--- config.mk ---
export PLATFORM = sky130hd
export DESIGN_NAME = ocp_reaction_timer
export DESIGN_NICKNAME = d
export VERILOG_FILES = /design/src/rtl/ocp_pkg.sv /design/src/rtl/ocp_step_prescaler.sv /design/src/rtl/ocp_code_reg.sv /design/src/rtl/ocp_channel.sv /design/src/rtl/ocp_reaction_timer.sv
export SDC_FILE = /design/constraint.sdc
export NUM_CORES = 1
export LEC_CHECK = 0
export BUFFER_PORTS_ARGS = -buffer_cell sky130_fd_sc_hd__buf_4
export CORE_UTILIZATION = 45
export DETAILED_ROUTE_END_ITERATION = 12
export PLACE_DENSITY_LB_ADDON = 0.1
export SYNTH_ARGS = -nofsm -noshare
export SYNTH_HDL_FRONTEND = slang
export SYNTH_SLANG_ARGS = --single-unit
--- constraint.sdc ---
create_clock -name clk -period 7.13 [get_ports clk]
set_input_delay 1.0695 -clock clk [delete_from_list [all_inputs] [get_ports clk]]
set_output_delay 1.0695 -clock clk [all_outputs]
set_load 0.05 [all_outputs]
--- src/rtl/ocp_pkg.sv ---
package ocp_pkg;
  typedef enum logic {
    DIR_DSG = 1'b0,
    DIR_CHG = 1'b1
  } ocp_dir_e;

  localparam int NUM_DIR = 2;
endpackage

--- src/rtl/ocp_step_prescaler.sv ---
module ocp_step_prescaler #(
  parameter int STEP_TICKS = 64
) (
  input  logic clk,
  input  logic rst_n,
  input  logic tick_i,
  output logic step_o
);
  localparam int CW = (STEP_TICKS > 1) ? $clog2(STEP_TICKS) : 1;
  localparam logic [CW-1:0] LAST = CW'(STEP_TICKS - 1);

  logic [CW-1:0] cnt_q;

  assign step_o = tick_i && (cnt_q == LAST);

  always_ff @(posedge clk or negedge rst_n) begin
    if (!rst_n) begin
      cnt_q <= '0;
    end else if (tick_i) begin
      if (cnt_q == LAST) cnt_q <= '0;
      else               cnt_q <= cnt_q + 1'b1;
    end
  end

  // the tick group counter never leaves its range
  assert_pre_range_R2: assert property (@(posedge clk) disable iff (!rst_n)
    32'(cnt_q) < STEP_TICKS);
endmodule

--- src/rtl/ocp_code_reg.sv ---
module ocp_code_reg #(
  parameter int CODE_W     = 6,
  parameter int RESET_CODE = 2
) (
  input  logic              clk,
  input  logic              rst_n,
  input  logic              we_i,
  input  logic [CODE_W-1:0] wdata_i,
  output logic [CODE_W-1:0] code_o
);
  always_ff @(posedge clk or negedge rst_n) begin
    if (!rst_n)    code_o <= CODE_W'(RESET_CODE);
    else if (we_i) code_o <= wdata_i;
  end

  assert_code_write_R9: assert property (@(posedge clk) disable iff (!rst_n)
    we_i |=> code_o == $past(wdata_i));
endmodule

--- src/rtl/ocp_channel.sv ---
module ocp_channel #(
  parameter int CODE_W     = 6,
  parameter int INIT_TICKS = 26
) (
  input  logic              clk,
  input  logic              rst_n,
  input  logic              tick_i,
  input  logic              step_i,
  input  logic [CODE_W-1:0] code_i,
  input  logic              fet_en_i,
  input  logic              oc_i,
  input  logic              clear_i,
  output logic              trip_o,
  output logic              fet_on_o
);
  localparam int IW = (INIT_TICKS > 0) ? $clog2(INIT_TICKS + 1) : 1;
  localparam logic [IW-1:0] INIT_VAL = IW'(INIT_TICKS);

  logic              trip_q;
  logic              gate_q;
  logic [IW-1:0]     init_q;
  logic [CODE_W-1:0] cnt_q;
  logic              gate_now;
  logic              gate_rise;
  logic              armed;
  logic [CODE_W:0]   limit;
  logic [CODE_W:0]   cnt_next;

  assign gate_now  = fet_en_i && !trip_q;
  assign gate_rise = gate_now && !gate_q;
  assign armed     = gate_now && !gate_rise && (init_q == '0);
  assign limit     = (code_i == '0) ? (CODE_W+1)'(1) : {1'b0, code_i};
  assign cnt_next  = {1'b0, cnt_q} + 1'b1;

  assign trip_o   = trip_q;
  assign fet_on_o = gate_now;

  always_ff @(posedge clk or negedge rst_n) begin
    if (!rst_n) begin
      gate_q <= 1'b0;
      init_q <= '0;
    end else begin
      gate_q <= gate_now;
      if (gate_rise)                  init_q <= INIT_VAL;
      else if (tick_i && init_q != '0) init_q <= init_q - 1'b1;
    end
  end

  always_ff @(posedge clk or negedge rst_n) begin
    if (!rst_n) begin
      trip_q <= 1'b0;
      cnt_q  <= '0;
    end else if (clear_i) begin
      trip_q <= 1'b0;
      cnt_q  <= '0;
    end else if (armed && oc_i) begin
      if (step_i) begin
        if (cnt_next >= limit) begin
          trip_q <= 1'b1;
          cnt_q  <= '0;
        end else begin
          cnt_q <= cnt_next[CODE_W-1:0];
        end
      end
    end else begin
      cnt_q <= '0;
    end
  end

  assert_trip_on_step_R2: assert property (@(posedge clk) disable iff (!rst_n)
    $rose(trip_q) |-> $past(step_i && oc_i));

  assert_init_holdoff_R5: assert property (@(posedge clk) disable iff (!rst_n)
    $rose(trip_q) |-> ($past(init_q) == '0) && !$past(gate_rise));

  assert_count_restart_R4: assert property (@(posedge clk) disable iff (!rst_n)
    (!oc_i && !trip_q) |=> cnt_q == '0);

  assert_trip_latched_R6: assert property (@(posedge clk) disable iff (!rst_n)
    (trip_q && !clear_i) |=> trip_q);

  assert_clear_drops_R7: assert property (@(posedge clk) disable iff (!rst_n)
    clear_i |=> !trip_q);

  assert_enable_needed_R10: assert property (@(posedge clk) disable iff (!rst_n)
    $rose(trip_q) |-> $past(fet_en_i));
endmodule

--- src/rtl/ocp_reaction_timer.sv ---
module ocp_reaction_timer #(
  parameter int CODE_W     = 6,
  parameter int RESET_CODE = 2,
  parameter int STEP_TICKS = 64,
  parameter int INIT_TICKS = 26
) (
  input  logic              clk,
  input  logic              rst_n,
  input  logic              osc_tick,
  input  logic              cfg_we,
  input  logic [CODE_W-1:0] cfg_code,
  input  logic              dsg_fet_en,
  input  logic              chg_fet_en,
  input  logic              dsg_oc,
  input  logic              chg_oc,
  input  logic              dsg_clear,
  input  logic              chg_clear,
  output logic              dsg_trip,
  output logic              chg_trip,
  output logic              dsg_fet_on,
  output logic              chg_fet_on
);
  import ocp_pkg::*;

  logic              step;
  logic [CODE_W-1:0] code;
  logic [NUM_DIR-1:0] en_v, oc_v, clr_v, trip_v, on_v;

  assign en_v[DIR_DSG]  = dsg_fet_en;
  assign en_v[DIR_CHG]  = chg_fet_en;
  assign oc_v[DIR_DSG]  = dsg_oc;
  assign oc_v[DIR_CHG]  = chg_oc;
  assign clr_v[DIR_DSG] = dsg_clear;
  assign clr_v[DIR_CHG] = chg_clear;

  assign dsg_trip   = trip_v[DIR_DSG];
  assign chg_trip   = trip_v[DIR_CHG];
  assign dsg_fet_on = on_v[DIR_DSG];
  assign chg_fet_on = on_v[DIR_CHG];

  ocp_step_prescaler #(.STEP_TICKS(STEP_TICKS)) u_pre (
    .clk(clk), .rst_n(rst_n), .tick_i(osc_tick), .step_o(step)
  );

  ocp_code_reg #(.CODE_W(CODE_W), .RESET_CODE(RESET_CODE)) u_code (
    .clk(clk), .rst_n(rst_n), .we_i(cfg_we), .wdata_i(cfg_code), .code_o(code)
  );

  for (genvar d = 0; d < NUM_DIR; d++) begin : g_dir
    ocp_channel #(.CODE_W(CODE_W), .INIT_TICKS(INIT_TICKS)) u_ch (
      .clk(clk), .rst_n(rst_n), .tick_i(osc_tick), .step_i(step),
      .code_i(code), .fet_en_i(en_v[d]), .oc_i(oc_v[d]), .clear_i(clr_v[d]),
      .trip_o(trip_v[d]), .fet_on_o(on_v[d])
    );
  end

  // no trip in the first cycle out of reset
  assert_reset_quiet_R1: assert property (@(posedge clk) disable iff (!rst_n)
    $rose(rst_n) |-> (trip_v == '0));
endmodule

# ---- Yosys cells after proc, flatten, opt, wreduce, memory -nomap -nowiden
# Cells that the tools add are included.
dict set report classes {
  reduce_logical 34
  mul 0
  shift 0
  div 0
  eq_ne 3
  n_bitwise 0
  add_sub_neg 5
  n_mux 22
  magnitude_cmp 2
}
# cell n
set op_table {}
lappend op_table {{$mux W6} 10}
lappend op_table {{$mux W5} 4}
lappend op_table {{$reduce_bool A2 Y1} 8}
lappend op_table {{$add A6 B1 Y7 const B} 2}
lappend op_table {{$logic_and A1 B1 Y1} 13}
lappend op_table {{$logic_not A5 Y1} 2}
lappend op_table {{$reduce_bool A5 Y1} 2}
lappend op_table {{$sub A5 B1 Y5 const B} 2}
lappend op_table {{$mux W1} 8}
lappend op_table {{$ge A7 B6 Y1} 1}
lappend op_table {{$ge A7 B7 Y1} 1}
lappend op_table {{$add A6 B1 Y6 const B} 1}
lappend op_table {{$eq A6 B6 Y1 const B} 1}
lappend op_table {{$logic_not A1 Y1} 6}
lappend op_table {{$logic_not A6 Y1} 1}
lappend op_table {{$reduce_and A3 Y1} 2}
lappend op_table {{$ne A3 B2 Y1 const B} 1}
lappend op_table {{$ne A3 B3 Y1 const B} 1}
dict set report word_totals {
  output_inout_bits 4
  in_bits 16
  word_cells 76
  ramBits 0
  n_memories 0
  rom_bits 0
  latchBits 0
  reg_bits 38
}

# ---- Depth between registers and ports, before layout
dict set report logic_depth {
  word_depth 9
  depth_mapped 11
  ltp_nobuf 10
}

# ---- Hierarchy
# From an unflattened synthesis, not the netlist that was laid out.
dict set report unflattened {
  cells_unflattened 221
  hier_area_um2 2243.4
}
# mod n_inst area_each_um2 seq_area_each_um2 cells_each
set by_module_without_submodules {}
lappend by_module_without_submodules {ocp_channel 2 857.1 325.3 92}
lappend by_module_without_submodules {ocp_step_prescaler 1 276.5 150.1 24}
lappend by_module_without_submodules {ocp_code_reg 1 252.7 151.4 13}

# ---- Least setup slack after synthesis
# Ideal clock, no wire load.
dict set report synth_timing {
  path_kind {input-to-output}
  start {input port dsg_fet_en}
  end {output port dsg_fet_on}
  slack_ns 4.177
  n_path_buf 0
  cell_stages 1
  arrival_ns 1.884
  required_ns 6.060
  path_cell_list {nor2b_1}
}
dict set report synth_between {
  elab_chain_cells 1
}
# element line
set synth_lines {}
lappend synth_lines {{start, declared} ocp_reaction_timer.sv:12} ;# input logic dsg_fet_en,
lappend synth_lines {{$logic_and A1 B1 Y1} ocp_channel.sv:29} ;# assign gate_now = fet_en_i && !trip_q;
lappend synth_lines {{end, declared} ocp_reaction_timer.sv:20} ;# output logic dsg_fet_on,
# Every way passes these cells.

# ---- Worst setup path after layout
# Same ends and word-level chain as after synthesis.

==> qor.yml <==
status: "finished clean"
worstPathCellList: "buf_4 -> nor2b_1 -> buf_4"
worst_slew_pin_slew_ps: 686
hp-start: "u_pre.cnt_q[4]"
netSwitchingPower_uw: 168
hold_depth: 1
ys_top_cells_by_count: "dfrtp_1, nand2_1, nor2_1"
finClkSkew_ps: 3.06
powerDensity_nw_per_um2: 223
ant_nets: 0
setup_viol: 0
grt_pass1_wl_um: 7170
cts.sinks: 38
crit_top_cell: "buf_4"
hold_path_class: "register to register"
antenna_found_initial: 0
area_growth_pct: 13.2
synth_top_area_share_pct: 41.7
synthMostInstantiatedCell: "dfrtp_1"
p_sw_share_pct: 29.9
clk_path_buf_depth: 2
power_frac_comb_pct: 20.8
finalCriticalPeriod_ps: 2720
period_share_pct: 38.1
chipWidth_um: 72.3
synth_nets: 260
rr_endpoint: "g_dir[1].u_ch.cnt_q[2]"
r2r_start: "u_code.code_o[4]"
synthTopCellsByArea: "dfrtp_1, ha_1, xnor2_1"
std_cell_rows: 25
wire_per_inst_um: 13.0
p_int_uw: 393
overflow: 0
worstSkewPairLatency_ps: 290
dieArea_um2: 5220
r2r_slack_ps: 4470
layout-drive-gt1-share_pct: 15.6
synth-edff-count: 0
layout.nets: 280
vias: 1610
ctsResizeCount: 0
worstPathArrival_ps: 1650
place.gp.congestion: 0.806
min_to: "u_pre.cnt_q[4]"
grt_pass1_vias: 1591
worstPathRequired_ps: 6060
ir_worst_vdd_mv: 0.0784
io_pins: 20
drt_iter0_markers: 52
grt_max_degree: 39
dp.final_hpwl_um: 2990
startpoint_type: "primary input"
max_freq_ghz: 0.368
start_util_pct: 47.0
slowest_delay_ps: 260
synthFlopType: "dfrtp_1"
diodes: 0
ys_async_sr_fraction_pct: 100
fin_total_pwr_uw: 561
cp_slowest_cell: "buf_4"
cts_max_level: 2
cp-end-kind: "output port"
rsz0062_at_grt: "no"
cts_hold_buf: 0
critical_path.max_fanout: 5
core-area_um2: 4720
path_clk_slew_ps: 70
avgSynthCellArea_um2: 9.70
synth_top_area_cell: "dfrtp_1"
cts_root_buf: "clkbuf_8"
port_buffers: 19
slew_headroom_pct: 54.2
cts_tree: "built"
cap_violations: 0
yosys_warnings: 0
grtUsageTotal_pct: 17.7
fp.dieH_um: 72.3
cts_buffers: 5
clkPwrFrac_pct: 27.4
reg2regPathDepth: 9
setup-tns-final_ps: 0
hold_viol: 0
via_per_inst: 5.08
ys_seq_elements: 38
netlist_area_um2: 2220
firstDrtPassIters: 4
critPathKind: "primary input to output port"
ys_seq_area_share_pct: 42.8
syn_inst: 229
maxSlewViolCount: 0
remaining_drc_errors: 0
cts_setup_buffers: 0
p_leak_uw: 0.00110
routed_wl_um: 4110
ys_types: 49
power_frac_seq_pct: 51.8
## registers in the layout (all words and copies together), names as in the netlist
| signal | cells |
|---|---|
| g_dir.u_ch.gate_q | 2 |
| g_dir.u_ch.trip_o | 2 |
| u_pre.cnt_q | 6 |
| g_dir.u_ch.init_q | 10 |
| u_code.code_o | 6 |
| g_dir.u_ch.cnt_q | 12 |
## per-layer routing
metal / track usage [%] / part of all wire (%)
met1: 24.0 / 51
met2: 27.3 / 44
met3: 4.31 / 3.4
met4: 7.19 / 0.97
met5: 0 / 0
## cell usage in the layout, fill, tap and decap left out, types with 2 or more instances in the layout
master,count
dfrtp_1,37
nand2_1,24
nor2_1,20
buf_4,19
ha_1,15
inv_1,14
xnor2_1,12
nor2b_1,9
a21oi_1,9
o21ai_0,8
xor2_1,7
nand2b_1,7
clkbuf_8,6
nand3_1,4
and2_1,4
o211ai_1,3
nand4_1,3
o21ai_1,3
or3_1,3
nor4_1,3
mux2_2,3
nor4b_1,2
a211oi_2,2
nor3_1,2
a221o_1,2
a22o_1,2
a31oi_1,2
a221oi_1,2
## metrics by stage
step | cell area [µm²] | cells | worst slack (ps) | utilization [%] | hold slack [ps]
floorplan | 2220 | 229 | 4180 | - | 460
global placement | 2420 | 309 | 4430 | 51.3 | 488
detailed placement | 2420 | 309 | 4400 | 51.3 | 493
CTS | 2510 | 317 | 4400 | 53.2 | 504
global route | 2510 | 317 | 4250 | 53.2 | 526
finish | 2510 | 317 | 4410 | 53.2 | 504
## power groups by stage
stage	combinational (µW)	sequential [µW]	clock (µW)
2_1_floorplan	90.0	286	0
3_3_place_gp	115	294	0
3_5_place_dp	117	295	0
4_1_cts	119	290	160
5_1_grt	135	296	166
6_report	117	290	154
## worst max-delay path, delay by kind of cell
family                 cells  cell delay [ps]
buffers and inverters      2              330
and+or+nand+nor            1              250
## final cells by class
| cell class | instances | area, µm² |
|---|---|---|
| Fill cell | 443 | 2210 |
| Tap cell | 67 | 83.8 |
| Multi-Input combinational cell | 171 | 1190 |
| Timing Repair Buffer | 19 | 143 |
| Clock inverter | 1 | 5.00 |
| Clock buffer | 7 | 86.3 |
| Inverter | 14 | 52.6 |
| Sequential cell | 38 | 952 |
## cell families after synthesis
logic type,share of synthesized area [%]
compound gates,13.6
fa+ha+maj,8.95
mux,1.97
simple gates,21.7
flops,42.8
xor+xnor,7.49
buf+inv,3.49
## worst max-delay path by stage
stage | slack [ps] | depth (start not counted) | to | start
final | 4410 | 3 | dsg_fet_on | dsg_fet_en
after global routing | 4250 | 9 | g_dir[0].u_ch.cnt_q[2] | u_code.code_o[4]
after CTS | 4400 | 3 | chg_fet_on | chg_fet_en
after detailed placement | 4400 | 3 | dsg_fet_on | dsg_fet_en
after global placement | 4430 | 3 | chg_fet_on | chg_fet_en
after floorplan | 4180 | 1 | dsg_fet_on | dsg_fet_en
(Power assumes the default switching activity.)
